`src/rtl/wdw_pkg.sv`:
```
package wdw_pkg;

  localparam logic [3:0] A_CTRL    = 4'h0;
  localparam logic [3:0] A_CFG     = 4'h1;
  localparam logic [3:0] A_EWC     = 4'h2;
  localparam logic [3:0] A_IEN_CLR = 4'h4;
  localparam logic [3:0] A_IEN_SET = 4'h5;
  localparam logic [3:0] A_FLAG    = 4'h6;
  localparam logic [3:0] A_STAT    = 4'h7;
  localparam logic [3:0] A_KICK    = 4'h8;

  localparam logic [7:0] KICK_KEY = 8'hA5;

  localparam int EN_BIT   = 1;
  localparam int WEN_BIT  = 2;
  localparam int AON_BIT  = 7;
  localparam int BUSY_BIT = 7;

  typedef struct packed {
    logic [3:0] win;
    logic [3:0] per;
  } cfg_t;

  localparam cfg_t       CFG_RST = 8'hBB;
  localparam logic [3:0] EWC_RST = 4'hB;

  // ticks selected by a period code, clamped at max_code
  function automatic int unsigned code_span(input logic [3:0] code, input int base_log2,
                                            input int max_code);
    int c;
    c = (int'(code) > max_code) ? max_code : int'(code);
    return 32'd1 << (base_log2 + c);
  endfunction

endpackage

```
`src/rtl/wdw_regs.sv`:
```
module wdw_regs
  import wdw_pkg::*;
#(
  parameter int SYNC_LAT = 2
) (
  input  logic       clk_i,
  input  logic       rst_ni,
  input  logic       req_i,
  input  logic       we_i,
  input  logic [3:0] addr_i,
  input  logic [7:0] wdata_i,
  output logic [7:0] rdata_o,
  input  logic       ew_hit_i,
  output logic       en_o,
  output logic       wen_o,
  output logic       aon_o,
  output cfg_t       cfg_o,
  output logic [3:0] ewc_o,
  output logic       ie_o,
  output logic       flag_o,
  output logic       kick_wr_o,
  output logic       key_ok_o,
  output logic       busy_o
);

  localparam int BW = $clog2(SYNC_LAT + 1);

  logic          wr;
  logic          en_q, wen_q, aon_q, ie_q, flag_q;
  cfg_t          cfg_q;
  logic [3:0]    ewc_q;
  logic [BW-1:0] busy_q;

  assign wr = req_i & we_i;

  always_ff @(posedge clk_i or negedge rst_ni) begin
    if (!rst_ni) begin
      en_q   <= 1'b0;
      wen_q  <= 1'b0;
      aon_q  <= 1'b0;
      cfg_q  <= CFG_RST;
      ewc_q  <= EWC_RST;
      ie_q   <= 1'b0;
      flag_q <= 1'b0;
      busy_q <= '0;
    end else begin
      if (wr && addr_i == A_CTRL && !aon_q) begin
        en_q  <= wdata_i[EN_BIT];
        wen_q <= wdata_i[WEN_BIT];
        aon_q <= wdata_i[AON_BIT];
      end
      if (wr && addr_i == A_CFG && !aon_q) cfg_q <= cfg_t'(wdata_i);
      if (wr && addr_i == A_EWC) ewc_q <= wdata_i[3:0];
      if (wr && addr_i == A_IEN_SET && wdata_i[0]) ie_q <= 1'b1;
      else if (wr && addr_i == A_IEN_CLR && wdata_i[0]) ie_q <= 1'b0;
      if (ew_hit_i) flag_q <= 1'b1;
      else if (wr && addr_i == A_FLAG && wdata_i[0]) flag_q <= 1'b0;
      if (wr && (addr_i == A_CTRL || addr_i == A_CFG || addr_i == A_KICK))
        busy_q <= BW'(SYNC_LAT);
      else if (busy_q != '0)
        busy_q <= busy_q - 1'b1;
    end
  end

  always_comb begin
    rdata_o = '0;
    case (addr_i)
      A_CTRL: begin
        rdata_o[EN_BIT]  = en_q;
        rdata_o[WEN_BIT] = wen_q;
        rdata_o[AON_BIT] = aon_q;
      end
      A_CFG:                rdata_o = cfg_q;
      A_EWC:                rdata_o[3:0] = ewc_q;
      A_IEN_CLR, A_IEN_SET: rdata_o[0] = ie_q;
      A_FLAG:               rdata_o[0] = flag_q;
      A_STAT:               rdata_o[BUSY_BIT] = busy_o;
      default:              rdata_o = '0;
    endcase
  end

  assign en_o      = en_q;
  assign wen_o     = wen_q;
  assign aon_o     = aon_q;
  assign cfg_o     = cfg_q;
  assign ewc_o     = ewc_q;
  assign ie_o      = ie_q;
  assign flag_o    = flag_q;
  assign kick_wr_o = wr && addr_i == A_KICK;
  assign key_ok_o  = wdata_i == KICK_KEY;
  assign busy_o    = busy_q != '0;

endmodule

```
`src/rtl/wdw_core.sv`:
```
module wdw_core
  import wdw_pkg::*;
#(
  parameter int BASE_LOG2 = 3,
  parameter int MAX_CODE  = 11
) (
  input  logic       clk_i,
  input  logic       rst_ni,
  input  logic       tick_i,
  input  logic       active_i,
  input  logic       wen_i,
  input  cfg_t       cfg_i,
  input  logic [3:0] ewc_i,
  input  logic       kick_wr_i,
  input  logic       key_ok_i,
  output logic       rst_req_o,
  output logic       ew_hit_o,
  output logic       closed_o
);

  localparam int CNT_W = BASE_LOG2 + MAX_CODE + 1;

  logic [CNT_W-1:0] cnt_q, nxt, per_len, win_len, ew_len;
  logic             open_q, rst_q, closed, kick, fault, run;

  assign per_len = CNT_W'(code_span(cfg_i.per, BASE_LOG2, MAX_CODE));
  assign win_len = CNT_W'(code_span(cfg_i.win, BASE_LOG2, MAX_CODE));
  assign ew_len  = CNT_W'(code_span(ewc_i, BASE_LOG2, MAX_CODE));

  assign nxt    = cnt_q + CNT_W'(1);
  assign closed = wen_i & ~open_q;
  assign kick   = active_i & kick_wr_i & key_ok_i & ~closed;
  assign fault  = active_i & kick_wr_i & (~key_ok_i | closed);
  // a counted tick of the open period that no restart overrides
  assign run    = active_i & tick_i & ~closed & ~kick & ~rst_q;

  always_ff @(posedge clk_i or negedge rst_ni) begin
    if (!rst_ni) begin
      cnt_q  <= '0;
      open_q <= 1'b0;
      rst_q  <= 1'b0;
    end else begin
      if (!active_i || kick) begin
        cnt_q  <= '0;
        open_q <= 1'b0;
      end else if (tick_i && !rst_q) begin
        if (closed && nxt >= win_len) begin
          cnt_q  <= '0;
          open_q <= 1'b1;
        end else begin
          cnt_q <= nxt;
        end
      end
      if (fault || (run && nxt >= per_len)) rst_q <= 1'b1;
    end
  end

  assign rst_req_o = rst_q;
  assign ew_hit_o  = run && nxt == ew_len;
  assign closed_o  = closed;

endmodule

```
`src/rtl/wdw_top.sv`:
```
module wdw_top
  import wdw_pkg::*;
#(
  parameter int BASE_LOG2 = 3,
  parameter int MAX_CODE  = 11,
  parameter int SYNC_LAT  = 2
) (
  input  logic       clk_i,
  input  logic       rst_ni,
  input  logic       tick_i,
  input  logic       req_i,
  input  logic       we_i,
  input  logic [3:0] addr_i,
  input  logic [7:0] wdata_i,
  output logic [7:0] rdata_o,
  output logic       rst_req_o,
  output logic       irq_o
);

  logic       en, wen, aon, active, ie, flag, kick_wr, key_ok, busy, ew_hit, win_closed;
  cfg_t       cfg_q;
  logic [3:0] ewc;

  wdw_regs #(.SYNC_LAT(SYNC_LAT)) i_regs (
    .clk_i, .rst_ni, .req_i, .we_i, .addr_i, .wdata_i, .rdata_o,
    .ew_hit_i (ew_hit),
    .en_o     (en),
    .wen_o    (wen),
    .aon_o    (aon),
    .cfg_o    (cfg_q),
    .ewc_o    (ewc),
    .ie_o     (ie),
    .flag_o   (flag),
    .kick_wr_o(kick_wr),
    .key_ok_o (key_ok),
    .busy_o   (busy)
  );

  assign active = en | aon;

  wdw_core #(.BASE_LOG2(BASE_LOG2), .MAX_CODE(MAX_CODE)) i_core (
    .clk_i, .rst_ni, .tick_i,
    .active_i (active),
    .wen_i    (wen),
    .cfg_i    (cfg_q),
    .ewc_i    (ewc),
    .kick_wr_i(kick_wr),
    .key_ok_i (key_ok),
    .rst_req_o,
    .ew_hit_o (ew_hit),
    .closed_o (win_closed)
  );

  assign irq_o = flag & ie;

endmodule

```
`config.mk`:
```
export PLATFORM = sky130hd
export DESIGN_NAME = wdw_top
export DESIGN_NICKNAME = d
export VERILOG_FILES = /design/src/rtl/wdw_pkg.sv /design/src/rtl/wdw_regs.sv /design/src/rtl/wdw_core.sv /design/src/rtl/wdw_top.sv
export SDC_FILE = /design/constraint.sdc
export NUM_CORES = 1
export LEC_CHECK = 0
export ABC_AREA = 1
export BUFFER_PORTS_ARGS = -buffer_cell sky130_fd_sc_hd__buf_2
export CAP_MARGIN = 20
export CORE_MARGIN = 1.5
export CORE_UTILIZATION = 23
export DETAILED_ROUTE_END_ITERATION = 7
export SETUP_SLACK_MARGIN = 0.3
export SLEW_MARGIN = 20
export SYNTH_ARGS = -nofsm -noshare
export SYNTH_HDL_FRONTEND = slang
export SYNTH_HIERARCHICAL = 1
export SYNTH_SLANG_ARGS = --single-unit
```
`constraint.sdc`:
```
create_clock -name clk_i -period 3 [get_ports clk_i]
set_input_delay 0.45 -clock clk_i [delete_from_list [all_inputs] [get_ports clk_i]]
set_output_delay 0.45 -clock clk_i [all_outputs]
set_load 0.02 [all_outputs]
```
* Word level (Yosys, flattened, before mapping)
Cells that the tools add are included.
** Operators by class
- Add/sub/neg operators :: 5
- $lt $le $gt $ge :: 5
- Equal/unequal tests :: 9
- Shift-type cells :: 3
- Muxes and demuxes :: 20
- Bitwise logic cells :: 18
- Reductions and logical operators :: 33
** Operators by type and width (count)
- adder 3 x 32 -> 32 bit (first input constant) :: 3
- left shift 1 x 32 -> 15 bit (first input constant) :: 3
- 2-to-1 mux 15 bit :: 3
- greater-or-equal comparator 15 bit :: 2
- logical AND 1 bit :: 17
- equality test 4 x 3 -> 1 bit (second input constant) :: 4
- adder 15 x 1 -> 15 bit (second input constant) :: 1
- equality test 15 bit :: 1
- greater-than comparator 4 bit (second input constant) :: 3
- 2-to-1 mux 4 bit :: 3
- nonzero test 2 bit :: 6
- AND 1 bit :: 11
- equality test 8 bit (second input constant) :: 1
- 2-to-1 mux 1 bit :: 7
- one-hot mux 2 bit (3 select lines) :: 1
- NOT 1 bit :: 5
- equality test 4 x 1 -> 1 bit (second input constant) :: 1
- equality test 4 x 2 -> 1 bit (second input constant) :: 1
- equality test 4 bit (second input constant) :: 1
- logical NOT 4 bit :: 1
- logical OR 1 bit :: 4
- 2-to-1 mux 2 bit :: 2
- one-hot mux 1 bit (4 select lines) :: 1
- logical NOT 1 bit :: 3
- other kinds (7) :: 8
** Storage, ports and cells
- Bits in registers :: 36
- Input bits :: 17
- Output and inout bits :: 10
- Word-level logic and storage cells :: 105

* Longest topological paths before layout
Gate-level depths: netlist (run 1).
- Depth in word-level cells :: 10
- Gate-level depth with buffers :: 20
- Depth with buffers taken out :: 19

* Cells and area by module
Netlist (run 1), hierarchy kept.
** By module, submodules not included
- wdw_core :: times used 1, cells each 413, area an instance 2473.6 um^2, sequential area each 425.4 um^2
- wdw_regs :: times used 1, cells each 144, area an instance 1062.3 um^2, sequential area each 486.7 um^2
- wdw_top :: times used 1, cells each 5, area an instance 18.8 um^2, sequential area each 0.0 um^2

* Worst setup path before layout (run 1)
OpenSTA, ideal clock, no wires.
- Kind :: reg-to-reg
- Start point :: register i_core.cnt_q[0]
- End point :: register i_core.cnt_q[2]
- Library setup time :: 65 ps
- Arrival time :: 2510 ps
- Required time :: 2935 ps
- Slack :: 426 ps
- Stages on the path, launching flop included :: 18
- Buffers on the path :: 1
- Clock period less this slack :: 2574 ps
- Path through :: dfrtp_1 > ha_1 > inv_1 > nor2_2 > nand2_4 > xnor2_1 > ha_1 > a21o_1 > nand2_1 > nand2_1 > inv_1 > nand3_1 > nand2_1 > nand2_1 > nand2_1 > buf_2 > nand3_1 > nand2_1
** On the way
- Word-level cells in the longest chain between the ends :: 6
** Ends and longest elaborated chain
- start, declared :: RTL line wdw_core.sv:23 : logic [CNT_W-1:0] cnt_q, nxt, per_len, win_len, ew_len;
- start signal, assigned :: RTL line wdw_core.sv:51 : cnt_q <= nxt;
- adder 15 x 1 -> 15 bit (*) :: RTL line wdw_core.sv:30 : assign nxt = cnt_q + CNT_W'(1);
- greater-or-equal comparator 15 bit :: RTL line wdw_core.sv:47 : if (closed && nxt >= win_len) begin
- logical AND 1 bit :: RTL line wdw_core.sv:47
- 2-to-1 mux 15 bit (*) :: RTL line wdw_core.sv:47
- 2-to-1 mux 15 bit (*) :: RTL line wdw_core.sv:46 : end else if (tick_i && !rst_q) begin
- 2-to-1 mux 15 bit (*) :: RTL line wdw_core.sv:43 : if (!active_i || kick) begin
Mark *: on every way between the ends. The rest lies on a longest branch, timed or not. The select of a mux whose other input is x is not followed.
A chain may end at the register's enable or synchronous reset.

* Final worst setup path (run 1)
- Start point :: register i_core.cnt_q[8]
- End point :: register i_core.cnt_q[7]
** On the way
- Word-level cells in the longest chain between the ends :: 6
** Ends and longest elaborated chain (RTL line)
- adder 15 x 1 -> 15 bit :: wdw_core.sv:30
- greater-or-equal comparator 15 bit :: wdw_core.sv:47
- logical AND 1 bit :: wdw_core.sv:47
- 2-to-1 mux 15 bit :: wdw_core.sv:47
- 2-to-1 mux 15 bit :: wdw_core.sv:46
- 2-to-1 mux 15 bit :: wdw_core.sv:43
Every way passes these cells. The select of a mux whose other input is x is not followed.

==> results by group, run 1 <==
Power
  – Combinational cell fraction of total power: 0.410
  – Sequential share of power: 0.324
  – Leak: between 2 and 2.5 nW
  – Pint: between 0.001 and 0.0015 W
  – Clock power share: 0.266
  – Total power divided by cell area: roughly 480 nW/um2
  – P_sw: slightly above 0.0008 W
  – Switch share: 0.403
  – Pwr Total: 0.00203 W
  – Peak VDD IR: ~0.00021 V

Timing
  – Tcrit/Tclk final: 0.828
  – Tightest Pin Transition: around 850 ps
  – RSZ-0062 raised after global routing: false
  – Crit path time final: ~2500 ps
  – Setup-failing EPs final: 0
  – Slack of the critical path: a little over 500 ps
  – Slew headroom: 0.436
  – Layout Skew: roughly 3.6 ps
  – Slew Limit Fails: 0
  – Final-report hold violation count: 0
  – Fmax: 403 MHz

Route
  – Via count: ~3600
  – Via density: roughly 4.5
  – First-pass iteration count of the detailed router: 4
  – Routed Antenna Nets: 0
  – Post-route DRC: 0
  – Detailed-route wire length per cell: between 10 and 15 um
  – Total Wirelength: around 10 mm
  – Initial DRC count: 226

Clock tree
  – Root Driver: clkbuf_16
  – Worst-skew pair later-pin latency: 280 ps
  – Reg clk slew, reported paths: approximately 60 ps
  – CTS Buffer Depth: 2
  – CTS tree: built
  – Clock sinks: 36
  – H-tree depth: 2
  – CTS buffer count: 5

Placed design
  – Port bufs: 26
  – Dpl hpwl: between 8 and 9 mm
  – GPL Wtd Cong: approximately 0.85
  – DP Worst Slack: -52.4 ps

Die
  – Core area: 15100 um2
  – I/O pin count: 27
  – Die extent in x: around 130 um
  – Initial Util: 0.235
  – Row count: between 40 and 50
  – Die H: about 130 um
  – DIE AREA: about 16000 um2

Setup path
  – RR Startpoint: i_core/cnt_q[8]
  – CP required: ~3200 ps
  – Reg2Reg Capture Point: i_core/cnt_q[7]
  – R2R setup slack: ~520 ps
  – Critical path endpoint category: flip-flop
  – Worst setup path class: flip-flop to flip-flop
  – Worst Setup SP: i_core/cnt_q[8]
  – Critical path fanouts, max: 15
  – Crit path capture: i_core/cnt_q[7]
  – Cell count of the worst reg-to-reg path: 17
  – CP startpoint kind: flip-flop
  – Worst EP arrival: ~2700 ps

Logic synthesis
  – Prevailing post-synth register cell: dfrtp_1
  – Register area share after synthesis: 0.257
  – Post-synthesis register bit count: 36
  – Cell variety after synth: 32
  – Post-synthesis instance area: between 3000 and 4000 um2
  – Synth Instances: between 500 and 600
  – Synth async-reset ratio: 1.00
  – EDFF count, synth: 0
  – Syn avg cell area: ~6.3 um2
  – Synthesis Warnings: 6

Final layout
  – Final layout net count: approximately 650
  – Share of cells above drive strength 1: 0.163
  – Layout area overhead: 18.2%
  – Antenna fix cells: 0

Flow run
  – Maxcap violations: 0

Global route
  – Total GRT Usage: 0.129
  – Initial antenna violation count: 0
  – Largest net degree at the start of global routing: 37
  – Number of global-route vias before repair: 3282
  – First-pass GRT wire length: roughly 17 mm
  – GRT overflow: 0

Status
  – Status: complete, no violations

Hold path
  – Tightest Hold Check Type: input port to async pin
-- power by group through the flow --
stage / combinational, W / clock (W) / sequential [W]
after floorplan: 0.000549 / 0 / 0.000630
after global placement: 0.000756 / 0 / 0.000660
after detailed placement: 0.000763 / 0 / 0.000660
after CTS: 0.000776 / 0.000554 / 0.000656
after global routing: 0.000958 / 0.000572 / 0.000670
final: 0.000833 / 0.000540 / 0.000658
-- registers in the layout (all words and copies together), names as in the netlist --
signal / count
i_regs/wen_o: 1
i_regs/cfg_o: 8
i_regs/flag_o: 1
i_core/open_q: 1
i_regs/ie_o: 1
i_regs/busy_q: 2
i_core/rst_req_o: 1
i_core/cnt_q: 15
i_regs/ewc_o: 4
i_regs/en_o: 1
i_regs/aon_o: 1
-- synth_stat cells (2+ instances only) --
| cell type | instances | area (um2) |
|---|---|---|
| nor2_4 | 7 | 78.8 |
| a21o_1 | 2 | 15.0 |
| nor2_2 | 3 | 18.8 |
| a21oi_1 | 14 | 70.1 |
| nand3b_1 | 4 | 30.0 |
| o21ai_0 | 13 | 65.1 |
| buf_4 | 2 | 15.0 |
| dfrtp_1 | 27 | 676 |
| dfstp_2 | 9 | 236 |
| nand3_1 | 75 | 375 |
| o21bai_2 | 2 | 22.5 |
| nor2_1 | 57 | 214 |
| nand2_1 | 193 | 724 |
| ha_1 | 32 | 400 |
| nand2_2 | 7 | 43.8 |
| nor3_1 | 3 | 15.0 |
| buf_2 | 4 | 20.0 |
| nand2_4 | 3 | 33.8 |
| xor2_1 | 3 | 26.3 |
| conb_1 | 2 | 7.51 |
| inv_1 | 74 | 278 |
| nand4_1 | 16 | 100 |
-- critical path, cell delays in order, from the launching register on --
cell and delay [ps]:
dfrtp_2 460, nand2_2 130, nor2_1 110, nand2_1 90, nor2_1 100, nand2_1 90, nand2_1 80, inv_1 70
ha_1 310, nand2_1 130, inv_1 50, a21oi_1 140, nand3_1 80, nor2_1 130, nand2_2 120, nand2_8 150
nand3_1 100, nand2_1 70
-- cell families after synthesis --
| group | Yosys count | synth area share |
|---|---|---|
| xor gates and xnor gates | 5 | 0.0144 |
| AOI/OAI and AO/OA | 33 | 0.0549 |
| and+or+nand+nor | 371 | 0.466 |
| adders and majority gates | 32 | 0.113 |
| DFF | 36 | 0.257 |
| other | 2 | 0.00211 |
| buffers and inverters | 83 | 0.0933 |
-- stage by stage --
stage               area [um2]  setup TNS (ps)  hold slack [ps]   util  cells
global placement          3980               0              458  0.262    784
CTS                       4140               0              305  0.273    792
finish                    4200               0              271  0.277    794
floorplan                 3570               0              154      -    566
global route              4200               0              350  0.277    794
detailed placement        3980            -378              463  0.262    784
-- layout by cell type (no fill, tap or decap), types with 3 or more instances in the layout --
| cell type | synthesis | layout |
|---|---|---|
| a21oi_1 | 14 | 14 |
| buf_2 | 4 | 26 |
| buf_4 | 2 | 14 |
| clkbuf_16 | 0 | 5 |
| conb_1 | 2 | 6 |
| dfrtp_1 | 27 | 19 |
| dfrtp_2 | 0 | 8 |
| dfstp_2 | 9 | 9 |
| ha_1 | 32 | 31 |
| inv_1 | 74 | 74 |
| nand2_1 | 193 | 190 |
| nand2_2 | 7 | 9 |
| nand2_4 | 3 | 3 |
| nand3_1 | 75 | 75 |
| nand3b_1 | 4 | 4 |
| nand4_1 | 16 | 16 |
| nor2_1 | 57 | 54 |
| nor2_2 | 3 | 5 |
| nor2_4 | 7 | 8 |
| o21ai_0 | 13 | 13 |
| xor2_1 | 3 | 3 |
-- how the worst min path moves through the flow --
stage | slack (ps) | startpoint | to
after floorplan | 150 | rst_ni | i_core/cnt_q[0]
after detailed placement | 460 | i_core/open_q | i_core/open_q
after global routing | 350 | rst_ni | i_regs/cfg_o[6]
after global placement | 460 | i_core/open_q | i_core/open_q
final | 270 | rst_ni | i_regs/cfg_o[6]
after CTS | 310 | rst_ni | i_regs/busy_q[1]
-- routing by layer --
layer / global-route usage / up-vias / wire (um)
li1: - / 1881 / -
met2: 0.209 / 71 / 4620
met1: 0.178 / 1616 / 4840
met5: 0 / - / 0
met3: 0.0193 / 11 / 421
met4: 0.0354 / 0 / 148
-- final cells by class --
type / instances / area (um2)
repair buffers: 40 / 235
flip-flops and latches: 36 / 922
inverters: 75 / 282
fillers: 1652 / 10900
clock inverters: 1 / 7.51
multi-input cells: 447 / 2380
well taps: 188 / 235
clock buffers: 7 / 143
-- repair_timing --
item | CTS | global route
setup endpoints to repair | 15 | 17
gates resized for setup | 4 | 16
buffers inserted | 0 | 2
pin swaps | 0 | 2
hold buffers | 0 | 0
Power figures use the tool's default switching activity.
==> inputs of run 2 (changes only) <==
==> constraint.sdc (replaced) <==
create_clock -name clk_i -period 2.3 [get_ports clk_i]
set_input_delay 0.345 -clock clk_i [delete_from_list [all_inputs] [get_ports clk_i]]
set_output_delay 0.345 -clock clk_i [all_outputs]
set_load 0.02 [all_outputs]
==> run 2 against run 1 <==
The run now ends with negative setup slack left. Die area unchanged. Total power increased by 53%. Cell count increased by 11%. Maximum frequency increased by 0.91%. Register-to-register slack got worse by 680 ps. Flip-flop and latch count unchanged. Non-clock buffer count increased by 83. Global-route usage increased by 1.6 points. Largest cell class unchanged. Highest routed layer unchanged.
==> results by group, run 2 (synthesized netlist as in run 1, its figures left out) <==
Clock tree
  – Worst-skew pair later-pin latency: 290 ps (about the same)
  – CTS tree: built
  – Root Driver: clkbuf_16
  – Reg clk slew, reported paths: 60 ps (about the same)
  – Hold buffers post-CTS: 0 (unchanged)
  – H-tree depth: 2 (unchanged)
  – Clock sinks: 36 (unchanged)
  – CTS buffer count: 5 (unchanged)
  – CTS Buffer Depth: 2 (unchanged)

Placed design
  – Port bufs: 26 (unchanged)
  – DP Worst Slack: -160 ps (-107 ps)
  – Dpl hpwl: 8.41 mm (+4.7%)
  – Post-Place Cells: 830 (+5.9%)
  – GPL Wtd Cong: 0.904 (+6.2%)

Timing
  – Slew Limit Fails: 0 (unchanged)
  – Final-report hold violation count: 0 (unchanged)
  – Crit path time final: 2460 ps (-22.4 ps)
  – Setup-failing EPs final: 18 (+18)
  – RSZ-0062 raised after global routing: true
  – Slack of the critical path: -160 ps (-678 ps)
  – Tightest Pin Transition: 642 ps (-204 ps)
  – Fmax: 406 MHz (+0.91%)
  – Tcrit/Tclk final: 1.07 (+0.242)
  – Slew headroom: 0.572 (+0.136)
  – Layout Skew: 5.29 ps (+1.65 ps)

Final layout
  – Commonest non-fill, non-tap cell in the layout: nand2_1
  – Number of flip-flops in the largest register: 15 (unchanged)
  – Layout area overhead: 48.2%
  – Final std cells w/o fill: 878 (+11%)
  – Largest Register: i_core/cnt_q
  – Fill cell count: 1548 (-6.3%)
  – Antenna fix cells: 0 (unchanged)
  – Sequential cell area: 920 um2 (-0.27%)
  – Commonest cells after routing, fill and taps aside: 168 x nand2_1, 89 x buf_4, 65 x inv_1
  – Multi-input logic area: 2770 um2 (+16%)
  – Share of cells above drive strength 1: 0.368 (+0.205)
  – Final layout net count: 738 (+13%)

Power
  – Peak VDD IR: 0.000360 V (+68%)
  – Switch share: 0.395 (-0.00757)
  – Sequential share of power: 0.276 (-0.048)
  – Leak: 2.76 nW (+23%)
  – Pwr Total: 0.00310 W (+53%)
  – Total power divided by cell area: 588 nW/um2 (+22%)
  – Pint: 0.00187 W (+54%)
  – P_sw: 0.00122 W (+50%)
  – Combinational cell fraction of total power: 0.464 (+0.054)
  – Clock power share: 0.260 (-0.006)

Setup path
  – Slowest cell on the critical path: dfrtp_2
  – CP startpoint kind: flip-flop
  – Worst EP arrival: 2640 ps (-60 ps)
  – Critical path endpoint category: flip-flop
  – Worst setup path class: flip-flop to flip-flop
  – Critical path fanouts, max: 7 (-8)
  – Worst Setup SP: i_core/cnt_q[1]
  – R2R setup slack: -160 ps (-680 ps)
  – CP peak stage delay: 430 ps (-30 ps)
  – Worst path cell trace: ha_4 -> inv_4 -> nor2_4 -> nand4_1 -> nand2_1 -> inv_2 -> ha_4 -> nand2_4 -> nor2_4 -> nand4_1 -> nand3_1 -> nor2_1 -> nand2_2 -> nand2_4 -> nand3_2 -> nand2_1
  – RR Startpoint: i_core/cnt_q[1]
  – CP required: 2480 ps (-740 ps)

Hold path
  – Tightest Hold Check Type: input port to async pin

Route
  – Initial DRC count: 285 (+26%)
  – Routed Antenna Nets: 0 (unchanged)
  – Total Wirelength: 11.7 mm (+17%)
  – Post-route DRC: 0 (unchanged)
  – Via count: 4064 (+14%)
  – Detailed-route wire length per cell: 13.3 um (+5.4%)
  – First-pass iteration count of the detailed router: 5 (+1)
  – Via density: 4.63 (+2.7%)

Die
  – Initial Util: 0.235 (unchanged)
  – DIE AREA: 16200 um2 (unchanged)
  – Die H: 127 um (unchanged)
  – Die extent in x: 127 um (unchanged)
  – Row count: 45 (unchanged)
  – I/O pin count: 27 (unchanged)
  – Core area: 15100 um2 (unchanged)

Global route
  – Number of global-route vias before repair: 3928 (+20%)
  – GRT overflow: 0 (unchanged)
  – Total GRT Usage: 0.145 (+0.0160)
  – First-pass GRT wire length: 18.8 mm (+14%)
  – Largest net degree at the start of global routing: 25 (-32%)
  – Initial antenna violation count: 0 (unchanged)

Flow run
  – Maxcap violations: 0 (unchanged)

Status
  – Failing checks: negative setup slack
  – Status: finished, violations left
[run 2: changes by cell type in the layout (fill, tap and decap cells not counted), sizes merged]
cell / previous run / this run
nand2: 203 / 204
clkbuf: 7 / 5
clkinv: 0 / 1
bufinv: 0 / 1
buf: 40 / 123
[run 2: power groups by stage]
stage	Combinational, W	Sequential (W)	Clock, W
after floorplan	0.000763	0.000831	0
after global placement	0.00120	0.000849	0
after detailed placement	0.00121	0.000849	0
after CTS	0.00127	0.000845	0.000815
after global routing	0.00160	0.000870	0.000847
final	0.00144	0.000856	0.000806
[run 2: final cells by class]
cell class,instances,share of cell area
well taps,188,0.0447
repair buffers,123,0.169
clock buffers,5,0.0238
inverters,75,0.0544
multi-input cells,448,0.526
flip-flops and latches,36,0.175
clock inverters,3,0.00808
[run 2: metrics by stage]
stage               hold slack [ps]  utilization  area [um2]  TNS [ps]
global placement                395        0.291        4400     -2160
finish                         82.3        0.348        5270     -2070
global route                    115        0.348        5270     -4360
detailed placement              394        0.291        4400     -2550
floorplan                      49.4            -        3670         0
CTS                            87.2        0.326        4940      -325
[run 2: path summary, 6_finish.rpt]
path	end	cells after the start
min in group clk_i	i_regs/cfg_o[4]	3
max in group asynchronous	i_regs/cfg_o[7]	2
hold / removal	i_regs/en_o	1
setup / recovery	i_core/cnt_q[12]	16
setup reg to reg	i_core/cnt_q[12]	16
hold reg to reg	i_regs/cfg_o[0]	2
[run 2: critical path: cells and delay by family (launching register included)]
| family | cells | cell delay (ps) |
|---|---|---|
| simple gates | 12 | 1340 |
| fa+ha+maj | 2 | 480 |
| flops | 1 | 430 |
| buf+inv | 2 | 110 |
[run 2: what timing repair did]
item,in CTS,in global routing
pin swaps,23,25
endpoints found under the setup margin,18,18
resized for setup,26,68
cloned,0,1
setup buffers,31,8
[run 2: routing by layer]
layer | GRT usage | routed length [um] | vias to the layer above
met5 | 0 | 0 | -
met4 | 0.0561 | 414 | 0
met3 | 0.0293 | 608 | 31
met2 | 0.237 | 5370 | 102
met1 | 0.187 | 5300 | 1880
li1 | - | - | 2051
